**config.mk**
```make
export PLATFORM = sky130hd
export DESIGN_NAME = lcd_frame_seq
export DESIGN_NICKNAME = d
export VERILOG_FILES = /design/src/rtl/lcd_seq_pkg.sv /design/src/rtl/lcd_pal_ram.sv /design/src/rtl/lcd_shift_mul.sv /design/src/rtl/lcd_fit_check.sv /design/src/rtl/lcd_frame_seq.sv
export SDC_FILE = /design/constraint.sdc
export NUM_CORES = 2
export LEC_CHECK = 0
export BUFFER_PORTS_ARGS = -buffer_cell sky130_fd_sc_hd__buf_2
export CAP_MARGIN = 20
export CELL_PAD_IN_SITES_DETAIL_PLACEMENT = 1
export CELL_PAD_IN_SITES_GLOBAL_PLACEMENT = 1
export CORE_ASPECT_RATIO = 0.8
export CORE_MARGIN = 2
export CORE_UTILIZATION = 55
export DETAILED_ROUTE_END_ITERATION = 6
export MAX_ROUTING_LAYER = met4
export PLACE_DENSITY = 0.79
export SLEW_MARGIN = 20
export SYNTH_ARGS = -nofsm -noshare
export SYNTH_HDL_FRONTEND = slang
export SYNTH_SLANG_ARGS = --single-unit
```
**constraint.sdc**
```tcl
create_clock -name clk -period 9.7 [get_ports clk]
set_clock_uncertainty 0.1 [all_clocks]
set_input_delay 0 -clock clk [delete_from_list [all_inputs] [get_ports clk]]
set_output_delay 0 -clock clk [all_outputs]
set_load 0.02 [all_outputs]
```
**src/rtl/lcd_seq_pkg.sv**
```systemverilog
package lcd_seq_pkg;

    typedef enum logic [2:0] {
        ST_IDLE,
        ST_PAL_REQ,
        ST_PAL_WAIT,
        ST_DECODE,
        ST_MUL,
        ST_CHECK
    } seq_state_t;

    typedef struct packed {
        logic       skip;
        logic [4:0] bpp;
        logic [2:0] lg;
        logic [9:0] offset;
    } depth_info_t;

    localparam logic [1:0] LM_NO_FETCH = 2'd1;
    localparam logic [1:0] LM_NO_PAL   = 2'd2;

    localparam int CODE_LSB     = 12;
    localparam int SP_EN_BIT    = 31;
    localparam int SP_FIRST_BIT = 29;
    localparam int SP_FIELD_LSB = 16;
    localparam int SP_FIELD_W   = 10;

    // Depth code to bits per pixel, log2 of it, and data offset.
    function automatic depth_info_t decode_depth(input logic [2:0] code,
                                                 input logic no_pal);
        depth_info_t d;
        d.skip = (code == 3'd0);
        case (code)
            3'd1:    begin d.bpp = 5'd2;  d.lg = 3'd1; end
            3'd2:    begin d.bpp = 5'd4;  d.lg = 3'd2; end
            3'd3:    begin d.bpp = 5'd8;  d.lg = 3'd3; end
            3'd0:    begin d.bpp = 5'd0;  d.lg = 3'd0; end
            default: begin d.bpp = 5'd16; d.lg = 3'd4; end
        endcase
        if (no_pal)
            d.offset = 10'd0;
        else if (code >= 3'd3)
            d.offset = 10'h200;
        else
            d.offset = 10'h020;
        return d;
    endfunction

endpackage

```
**src/rtl/lcd_pal_ram.sv**
```systemverilog
module lcd_pal_ram #(
    parameter int N  = 256,
    parameter int DW = 16,
    localparam int IW = $clog2(N)
) (
    input  logic          clk,
    input  logic          we,
    input  logic [IW-1:0] waddr,
    input  logic [DW-1:0] wdata,
    input  logic [IW-1:0] raddr,
    output logic [DW-1:0] rdata
);
    logic [DW-1:0] mem [N];

    always_ff @(posedge clk) begin
        if (we)
            mem[waddr] <= wdata;
    end

    assign rdata = mem[raddr];
endmodule

```
**src/rtl/lcd_shift_mul.sv**
```systemverilog
module lcd_shift_mul #(
    parameter int W = 10,
    localparam int CW = $clog2(W + 1)
) (
    input  logic           clk,
    input  logic           rst,
    input  logic           start,
    input  logic [W-1:0]   a,
    input  logic [W-1:0]   b,
    output logic           done,
    output logic [2*W-1:0] prod
);
    logic [2*W-1:0] acc_q, mc_q;
    logic [W-1:0]   mp_q;
    logic [CW-1:0]  cnt_q;
    logic           busy_q;

    always_ff @(posedge clk) begin
        if (rst) begin
            acc_q  <= '0;
            mc_q   <= '0;
            mp_q   <= '0;
            cnt_q  <= '0;
            busy_q <= 1'b0;
            done   <= 1'b0;
        end else begin
            done <= 1'b0;
            if (start) begin
                acc_q  <= '0;
                mc_q   <= {{W{1'b0}}, a};
                mp_q   <= b;
                cnt_q  <= CW'(W);
                busy_q <= 1'b1;
            end else if (busy_q) begin
                if (mp_q[0])
                    acc_q <= acc_q + mc_q;
                mc_q  <= mc_q << 1;
                mp_q  <= mp_q >> 1;
                cnt_q <= cnt_q - 1'b1;
                if (cnt_q == CW'(1)) begin
                    busy_q <= 1'b0;
                    done   <= 1'b1;
                end
            end
        end
    end

    assign prod = acc_q;
endmodule

```
**src/rtl/lcd_fit_check.sv**
```systemverilog
module lcd_fit_check #(
    parameter int AW    = 24,
    parameter int DIM_W = 10,
    localparam int PW = 2 * DIM_W,
    localparam int CW = ((AW > PW + 1) ? AW : PW + 1) + 2
) (
    input  logic [AW-1:0] top,
    input  logic [AW-1:0] bot,
    input  logic [9:0]    offset,
    input  logic [PW-1:0] prod,
    input  logic [2:0]    lg,
    output logic          fits
);
    logic [CW-1:0] bytes, lhs, rhs;

    // offset + bytes > bot - top + 2 rewritten without subtraction.
    always_comb begin
        bytes = (CW'(prod) << lg) >> 3;
        lhs   = CW'(top) + CW'(offset) + bytes;
        rhs   = CW'(bot) + CW'(2);
        fits  = !(lhs > rhs);
    end
endmodule

```
**src/rtl/lcd_frame_seq.sv**
```systemverilog
module lcd_frame_seq
    import lcd_seq_pkg::*;
#(
    parameter int AW        = 24,
    parameter int DIM_W     = 10,
    parameter int PAL_N     = 256,
    parameter int MEM_LIMIT = 1 << 20,
    localparam int IW = $clog2(PAL_N),
    localparam int PW = 2 * DIM_W
) (
    input  logic             clk,
    input  logic             rst,
    input  logic             enable,
    input  logic             frame_start,
    input  logic [1:0]       load_mode,
    input  logic             dual_buf,
    input  logic [1:0]       irq_mask,
    input  logic [AW-1:0]    buf0_top,
    input  logic [AW-1:0]    buf0_bot,
    input  logic [AW-1:0]    buf1_top,
    input  logic [AW-1:0]    buf1_bot,
    input  logic [DIM_W-1:0] width,
    input  logic [DIM_W-1:0] height,
    input  logic [31:0]      subpanel,
    output logic             mem_req,
    output logic [AW-1:0]    mem_addr,
    input  logic             mem_rvalid,
    input  logic [15:0]      mem_rdata,
    input  logic [IW-1:0]    pal_rd_idx,
    output logic [15:0]      pal_rd_data,
    output logic             active,
    output logic             pal_done,
    output logic             sync_err,
    output logic             frame_done,
    output logic [2:0]       cond,
    output logic             dma_irq,
    output logic [AW-1:0]    pix_base,
    output logic [DIM_W:0]   line_stride,
    output logic [4:0]       bpp_out,
    output logic [DIM_W-1:0] first_line,
    output logic [DIM_W-1:0] line_count
);
    localparam logic [AW:0]   LIMIT    = (AW + 1)'(MEM_LIMIT);
    localparam logic [IW-1:0] LAST_IDX = IW'(PAL_N - 1);

    seq_state_t    state_q;
    logic          en_q;
    logic          cur_buf_q;
    logic [IW-1:0] idx_q;
    logic [2:0]    code_q;

    logic [AW-1:0] cur_top, cur_bot;
    depth_info_t   dinfo;
    logic          addr_bad;
    logic          mul_start, mul_done, fits;
    logic [PW-1:0] mul_prod;
    logic          ram_we;
    logic [DIM_W+4:0] stride_wide;
    logic [SP_FIELD_W-1:0] sp_field;
    logic          unused_sp;

    assign cur_top   = cur_buf_q ? buf1_top : buf0_top;
    assign cur_bot   = cur_buf_q ? buf1_bot : buf0_bot;
    assign dinfo     = decode_depth(code_q, load_mode == LM_NO_PAL);
    assign mul_start = (state_q == ST_DECODE) && !dinfo.skip;
    assign mem_req   = (state_q == ST_PAL_REQ);
    assign ram_we    = (state_q == ST_PAL_WAIT) && mem_rvalid;
    assign sp_field  = subpanel[SP_FIELD_LSB +: SP_FIELD_W];
    assign stride_wide = ((DIM_W + 5)'(width) << dinfo.lg) >> 3;
    assign unused_sp = ^{subpanel[30], subpanel[28:26], subpanel[15:0], stride_wide[DIM_W+4:DIM_W+1]};

    always_comb begin
        addr_bad = ({1'b0, buf0_top} >= LIMIT) || ({1'b0, buf0_bot} >= LIMIT);
        if (dual_buf && (({1'b0, buf1_top} >= LIMIT) || ({1'b0, buf1_bot} >= LIMIT)))
            addr_bad = 1'b1;
    end

    lcd_pal_ram #(.N(PAL_N), .DW(16)) u_pal (
        .clk   (clk),
        .we    (ram_we),
        .waddr (idx_q),
        .wdata (mem_rdata),
        .raddr (pal_rd_idx),
        .rdata (pal_rd_data)
    );

    lcd_shift_mul #(.W(DIM_W)) u_mul (
        .clk   (clk),
        .rst   (rst),
        .start (mul_start),
        .a     (width),
        .b     (height),
        .done  (mul_done),
        .prod  (mul_prod)
    );

    lcd_fit_check #(.AW(AW), .DIM_W(DIM_W)) u_fit (
        .top    (cur_top),
        .bot    (cur_bot),
        .offset (dinfo.offset),
        .prod   (mul_prod),
        .lg     (dinfo.lg),
        .fits   (fits)
    );

    always_ff @(posedge clk) begin
        if (rst) begin
            state_q     <= ST_IDLE;
            en_q        <= 1'b0;
            active      <= 1'b0;
            cur_buf_q   <= 1'b0;
            idx_q       <= '0;
            code_q      <= '0;
            mem_addr    <= '0;
            pal_done    <= 1'b0;
            sync_err    <= 1'b0;
            frame_done  <= 1'b0;
            cond        <= '0;
            dma_irq     <= 1'b0;
            pix_base    <= '0;
            line_stride <= '0;
            bpp_out     <= '0;
            first_line  <= '0;
            line_count  <= '0;
        end else begin
            pal_done   <= 1'b0;
            sync_err   <= 1'b0;
            frame_done <= 1'b0;
            cond       <= '0;
            dma_irq    <= 1'b0;
            en_q       <= enable;
            if (!enable) begin
                active  <= 1'b0;
                state_q <= ST_IDLE;
            end else if (!en_q) begin
                state_q   <= ST_IDLE;
                cur_buf_q <= 1'b0;
                if (addr_bad) begin
                    cond    <= 3'b100;
                    dma_irq <= irq_mask[1];
                    active  <= 1'b0;
                end else begin
                    active <= 1'b1;
                end
            end else begin
                case (state_q)
                    ST_IDLE: begin
                        if (frame_start && active && load_mode != LM_NO_FETCH) begin
                            if (load_mode == LM_NO_PAL) begin
                                state_q <= ST_DECODE;
                            end else begin
                                idx_q    <= '0;
                                mem_addr <= cur_top;
                                state_q  <= ST_PAL_REQ;
                            end
                        end
                    end
                    ST_PAL_REQ: state_q <= ST_PAL_WAIT;
                    ST_PAL_WAIT: begin
                        if (mem_rvalid) begin
                            if (idx_q == '0)
                                code_q <= mem_rdata[CODE_LSB +: 3];
                            if (idx_q == LAST_IDX) begin
                                pal_done <= 1'b1;
                                state_q  <= ST_DECODE;
                            end else begin
                                idx_q    <= idx_q + 1'b1;
                                mem_addr <= mem_addr + AW'(2);
                                state_q  <= ST_PAL_REQ;
                            end
                        end
                    end
                    ST_DECODE: state_q <= dinfo.skip ? ST_IDLE : ST_MUL;
                    ST_MUL: begin
                        if (mul_done)
                            state_q <= ST_CHECK;
                    end
                    ST_CHECK: begin
                        state_q <= ST_IDLE;
                        if (!fits) begin
                            sync_err <= 1'b1;
                            active   <= 1'b0;
                        end else begin
                            frame_done       <= 1'b1;
                            cond[cur_buf_q]  <= 1'b1;
                            dma_irq          <= irq_mask[0];
                            pix_base         <= cur_top + AW'(dinfo.offset);
                            line_stride      <= stride_wide[DIM_W:0];
                            bpp_out          <= dinfo.bpp;
                            if (subpanel[SP_EN_BIT] && subpanel[SP_FIRST_BIT]) begin
                                first_line <= DIM_W'(sp_field);
                                line_count <= height;
                            end else if (subpanel[SP_EN_BIT]) begin
                                first_line <= '0;
                                line_count <= DIM_W'(sp_field);
                            end else begin
                                first_line <= '0;
                                line_count <= height;
                            end
                            if (dual_buf)
                                cur_buf_q <= ~cur_buf_q;
                        end
                    end
                    default: state_q <= ST_IDLE;
                endcase
            end
        end
    end
endmodule

```
==> impl_metrics.xml <==
<?xml version="1.0" encoding="UTF-8"?>
<metrics>
  <group name="placement">
    <metric name="dp.cells" unit="">11820</metric>
    <metric name="buffer_ports.inserted" unit="">269</metric>
    <metric name="gp_routability_congestion" unit="">0.879</metric>
    <metric name="dp_worst_setup_slack" unit="ps">1470</metric>
    <metric name="detailed_placement_hpwl" unit="µm">269000</metric>
  </group>
  <group name="layout">
    <metric name="final_layout_size_suffix_gt1_share" unit="%">30.7</metric>
    <metric name="final_nets" unit="">8683</metric>
    <metric name="final-instance-count-excl-fill" unit="">12808</metric>
    <metric name="flow.area_growth_from_synthesis" unit="%">13.8</metric>
  </group>
  <group name="synthesis">
    <metric name="synth_seq_area_share" unit="%">75.0</metric>
    <metric name="share_of_flip_flops_with_an_asynchronous_set_or_reset" unit="%">0</metric>
    <metric name="synth-edff-count" unit="">4096</metric>
    <metric name="synthesis.area_per_instance" unit="µm²">22.1</metric>
    <metric name="count_of_different_cell_masters_after_synthesis" unit="">81</metric>
    <metric name="synth-warning-count" unit="">0</metric>
    <metric name="synth-main-ff-cell" unit="">sky130_fd_sc_hd__edfxtp_1</metric>
    <metric name="syn-cell-area" unit="µm²">168000</metric>
    <metric name="synthesis.instances" unit="">7617</metric>
    <metric name="postSynthRegisterBits" unit="">4259</metric>
  </group>
  <group name="sta">
    <metric name="max_slew_margin" unit="%">9.78</metric>
    <metric name="report.final.slew_viol_count" unit="">0</metric>
    <metric name="final.period_utilization" unit="%">95.8</metric>
    <metric name="report.final.setup_viol" unit="">0</metric>
    <metric name="hold_viol" unit="">0</metric>
    <metric name="worst_pin_slew" unit="ps">1350</metric>
    <metric name="final.min_clock_period" unit="ps">9290</metric>
    <metric name="timing.final.ws_setup" unit="ps">410</metric>
    <metric name="achievable-frequency" unit="GHz">0.108</metric>
    <metric name="hold_slack" unit="ps">29.8</metric>
  </group>
  <group name="route">
    <metric name="drcViolationCount" unit="">0</metric>
    <metric name="routed_wirelength" unit="µm">495000</metric>
    <metric name="post_drt_via_cell_ratio" unit="">6.97</metric>
    <metric name="detailed_route_via_count" unit="">89282</metric>
    <metric name="detail_route.first_pass.iterations" unit="">6</metric>
    <metric name="dr.first_iter.drc_count" unit="">13884</metric>
    <metric name="ant_nets" unit="">0</metric>
    <metric name="avgRoutedWirePerCell" unit="µm">38.7</metric>
  </group>
  <group name="clock_network">
    <metric name="cts.sink_count" unit="">4259</metric>
    <metric name="cts_root_buffer" unit="">sky130_fd_sc_hd__clkbuf_16</metric>
    <metric name="cts_tree" unit="">done</metric>
    <metric name="cts-htree-levels" unit="">5</metric>
    <metric name="numCtsBuffers" unit="">406</metric>
    <metric name="cts_clock_pin_slew_for_the_worst_setup_and_hold_paths" unit="ps">70</metric>
    <metric name="cts.path.max_buffers" unit="">4</metric>
    <metric name="clock_latency" unit="ps">900</metric>
  </group>
  <group name="critical_path">
    <metric name="critPathLaunchType" unit="">register</metric>
    <metric name="worst_setup_path_startpoint" unit="">cur_buf_q</metric>
    <metric name="cp.required" unit="ps">10450</metric>
    <metric name="setup.worst_path.end_class" unit="">register</metric>
    <metric name="crit_type" unit="">register to register</metric>
    <metric name="crit_path_max_fanout" unit="">51</metric>
    <metric name="r2r-start" unit="">cur_buf_q</metric>
    <metric name="timing.critical_path.arrival" unit="ps">10040</metric>
  </group>
  <group name="grt">
    <metric name="initial_antenna_violation_count" unit="">45</metric>
    <metric name="first_global_vias" unit="">90893</metric>
    <metric name="track_usage" unit="%">32.8</metric>
    <metric name="largest_net_degree_at_the_start_of_global_routing" unit="">178</metric>
    <metric name="gr-total-overflow" unit="">0</metric>
    <metric name="wire_length_of_the_first_global_routing_pass" unit="µm">699000</metric>
  </group>
  <group name="floorplanning">
    <metric name="fp.dieArea" unit="µm²">310000</metric>
    <metric name="start_util" unit="%">55.3</metric>
    <metric name="placement_rows" unit="">181</metric>
    <metric name="die-width" unit="µm">622</metric>
    <metric name="die_height" unit="µm">499</metric>
    <metric name="ios" unit="">291</metric>
    <metric name="core_outline_area" unit="µm²">304000</metric>
  </group>
  <group name="hold_path">
    <metric name="worst_hold_path_type" unit="">input port to register</metric>
    <metric name="hold_start" unit="">mem_rdata[5]</metric>
  </group>
  <group name="run_status">
    <metric name="outcome" unit="">finished clean</metric>
  </group>
  <group name="power_and_ir_drop">
    <metric name="max-vdd-ir-drop" unit="µV">176</metric>
    <metric name="power-per-cell-area" unit="nW/µm²">198</metric>
    <metric name="power.static_leakage" unit="nW">60.6</metric>
    <metric name="totalPowerFinal" unit="mW">38.0</metric>
  </group>
  <group name="job">
    <metric name="maxCapViolCount" unit="">0</metric>
  </group>
</metrics>
-- cells in the final DEF, fill, tap and decap left out, drive strengths merged, types with 21 or more instances in the layout --
master | netlist | layout
a21o | 22 | 22
dlygate4sd3 | 0 | 204
a21oi | 106 | 107
a211oi | 62 | 62
nor3 | 28 | 28
dfxtp | 163 | 163
inv | 36 | 45
nand2 | 168 | 168
ha | 78 | 78
and3 | 23 | 23
mux2 | 26 | 26
clkinv | 0 | 184
o21ai | 103 | 103
nor2b | 33 | 33
mux2i | 122 | 122
nor2 | 433 | 433
buf | 124 | 613
clkinvlp | 0 | 21
xor2 | 36 | 36
clkbuf | 302 | 486
xnor2 | 51 | 51
nand3 | 71 | 71
edfxtp | 4096 | 4096
mux4 | 1366 | 1366
diode | 0 | 36
bufinv | 0 | 35
-- registers in the layout, summed over array words and instances, names as in the netlist, 11 cells and up --
register,cells
u_pal.mem,4096
mem_addr,24
u_mul.mc_q,20
u_mul.prod,20
pix_base,24
line_stride,11
-- worst max-delay path, stage by stage (launching register included) --
cell and delay (ps):
sky130_fd_sc_hd__dfxtp_4 720, sky130_fd_sc_hd__mux2_2 270, sky130_fd_sc_hd__dlygate4sd3_1 630, sky130_fd_sc_hd__ha_1 300
sky130_fd_sc_hd__nand4_1 170, sky130_fd_sc_hd__a211oi_2 690, sky130_fd_sc_hd__o211ai_1 190, sky130_fd_sc_hd__dlygate4sd3_1 610
sky130_fd_sc_hd__xnor2_1 350, sky130_fd_sc_hd__ha_1 360, sky130_fd_sc_hd__and4b_1 210, sky130_fd_sc_hd__a221o_1 500
sky130_fd_sc_hd__a31oi_1 270, sky130_fd_sc_hd__xnor2_1 100, sky130_fd_sc_hd__ha_1 290, sky130_fd_sc_hd__and4_1 230
sky130_fd_sc_hd__nand3_1 120, sky130_fd_sc_hd__nor3_1 460, sky130_fd_sc_hd__nand3_1 280, sky130_fd_sc_hd__mux2_2 340
sky130_fd_sc_hd__o31ai_1 100, sky130_fd_sc_hd__nand3_1 340, sky130_fd_sc_hd__a21oi_4 240, sky130_fd_sc_hd__buf_12 180
sky130_fd_sc_hd__buf_12 230, sky130_fd_sc_hd__nor2_1 100, sky130_fd_sc_hd__a211oi_1 210, sky130_fd_sc_hd__dlygate4sd3_1 580
-- per-stage QoR --
| step | util, % | TNS (ps) | cell area (µm²) |
|---|---|---|---|
| after global placement | 57.9 | 0 | 176000 |
| after CTS | 62.8 | 0 | 191000 |
| after floorplan | - | 0 | 168000 |
| final | 63.0 | 0 | 192000 |
| after detailed placement | 57.9 | 0 | 176000 |
| after global routing | 63.0 | -3.06 | 192000 |
-- power by group --
group / internal (mW) / switching, mW
clock: 8.80 / 7.03
combinational: 0.790 / 1.26
sequential: 20.1 / 0.000561
-- repair_timing --
action                                  CTS  global route
setup buffers                             0             6
gates resized for setup                   0             0
hold buffers                            203             1
setup endpoints to repair                 0            12
endpoints found under the hold margin  1597            28
-- final timing paths --
| check | to | slack, ps | depth (start not counted) |
|---|---|---|---|
| worst min register to register | first_line[1] | 380 | 2 |
| worst max-delay path | line_count[9] | 410 | 27 |
| worst min-delay path | u_pal.mem[111][5] | 30 | 2 |
| worst max register to register | line_count[9] | 410 | 27 |
-- final cells by class --
cell class              count  area (µm²)
diodes                     36        90.1
clock buffers             484       10700
clock inverters           249        2190
fillers                 24631      113000
inverters                  36         135
multi-input cells        2899       40500
flip-flops and latches   4259      126000
well taps                4026        5040
repair buffers            819        6650
-- synthesized netlist by cell type, types with 4 or more instances --
cell / n / area (µm²)
sky130_fd_sc_hd__a22oi_1: 10 / 75.1
sky130_fd_sc_hd__clkbuf_1: 301 / 1130
sky130_fd_sc_hd__mux2_2: 26 / 293
sky130_fd_sc_hd__xnor2_1: 51 / 447
sky130_fd_sc_hd__mux2i_1: 122 / 1220
sky130_fd_sc_hd__ha_1: 78 / 976
sky130_fd_sc_hd__dfxtp_1: 163 / 3260
sky130_fd_sc_hd__nand2b_1: 12 / 75.1
sky130_fd_sc_hd__mux4_2: 1366 / 30800
sky130_fd_sc_hd__a32oi_1: 4 / 35.0
sky130_fd_sc_hd__xor2_1: 36 / 315
sky130_fd_sc_hd__o21ai_0: 93 / 465
sky130_fd_sc_hd__buf_1: 72 / 270
sky130_fd_sc_hd__nand2_1: 168 / 631
sky130_fd_sc_hd__buf_2: 38 / 190
sky130_fd_sc_hd__o22ai_1: 5 / 31.3
sky130_fd_sc_hd__a21o_1: 22 / 165
sky130_fd_sc_hd__o21a_1: 8 / 60.1
sky130_fd_sc_hd__o21ai_1: 10 / 50.1
sky130_fd_sc_hd__nand4_1: 12 / 75.1
sky130_fd_sc_hd__buf_6: 11 / 124
sky130_fd_sc_hd__a21oi_1: 104 / 521
sky130_fd_sc_hd__nor4_1: 5 / 31.3
sky130_fd_sc_hd__nand3b_1: 10 / 75.1
sky130_fd_sc_hd__nor2_1: 433 / 1630
sky130_fd_sc_hd__inv_1: 36 / 135
sky130_fd_sc_hd__o31ai_1: 4 / 30.0
sky130_fd_sc_hd__a311oi_1: 4 / 35.0
sky130_fd_sc_hd__a211oi_1: 61 / 458
sky130_fd_sc_hd__nor2b_1: 33 / 206
sky130_fd_sc_hd__o211ai_1: 7 / 52.6
sky130_fd_sc_hd__and2_1: 11 / 68.8
sky130_fd_sc_hd__edfxtp_1: 4096 / 123000
sky130_fd_sc_hd__nand3_1: 71 / 355
sky130_fd_sc_hd__a22o_1: 5 / 43.8
sky130_fd_sc_hd__nor3_1: 27 / 135
sky130_fd_sc_hd__or3_1: 8 / 50.1
sky130_fd_sc_hd__and3_1: 23 / 144
-- routing by layer --
metal,vias up,global-route usage (%),part of all wire [%]
met5,-,-,0
met4,0,11.9,4.1
met3,1044,6.75,12
met2,6961,49.2,48
met1,47505,45.2,37
li1,33772,-,-
-- cell families after synthesis --
group / after synthesis / share of synthesized area (%)
other: 1 / 0.00223
adders and majority gates: 80 / 0.604
buffers and inverters: 462 / 1.12
muxes: 1514 / 19.2
xor gates and xnor gates: 87 / 0.453
and+or+nand+nor: 829 / 2.15
AOI/OAI and AO/OA: 385 / 1.48
DFF: 4259 / 75.0
(Power assumes the default switching activity.)
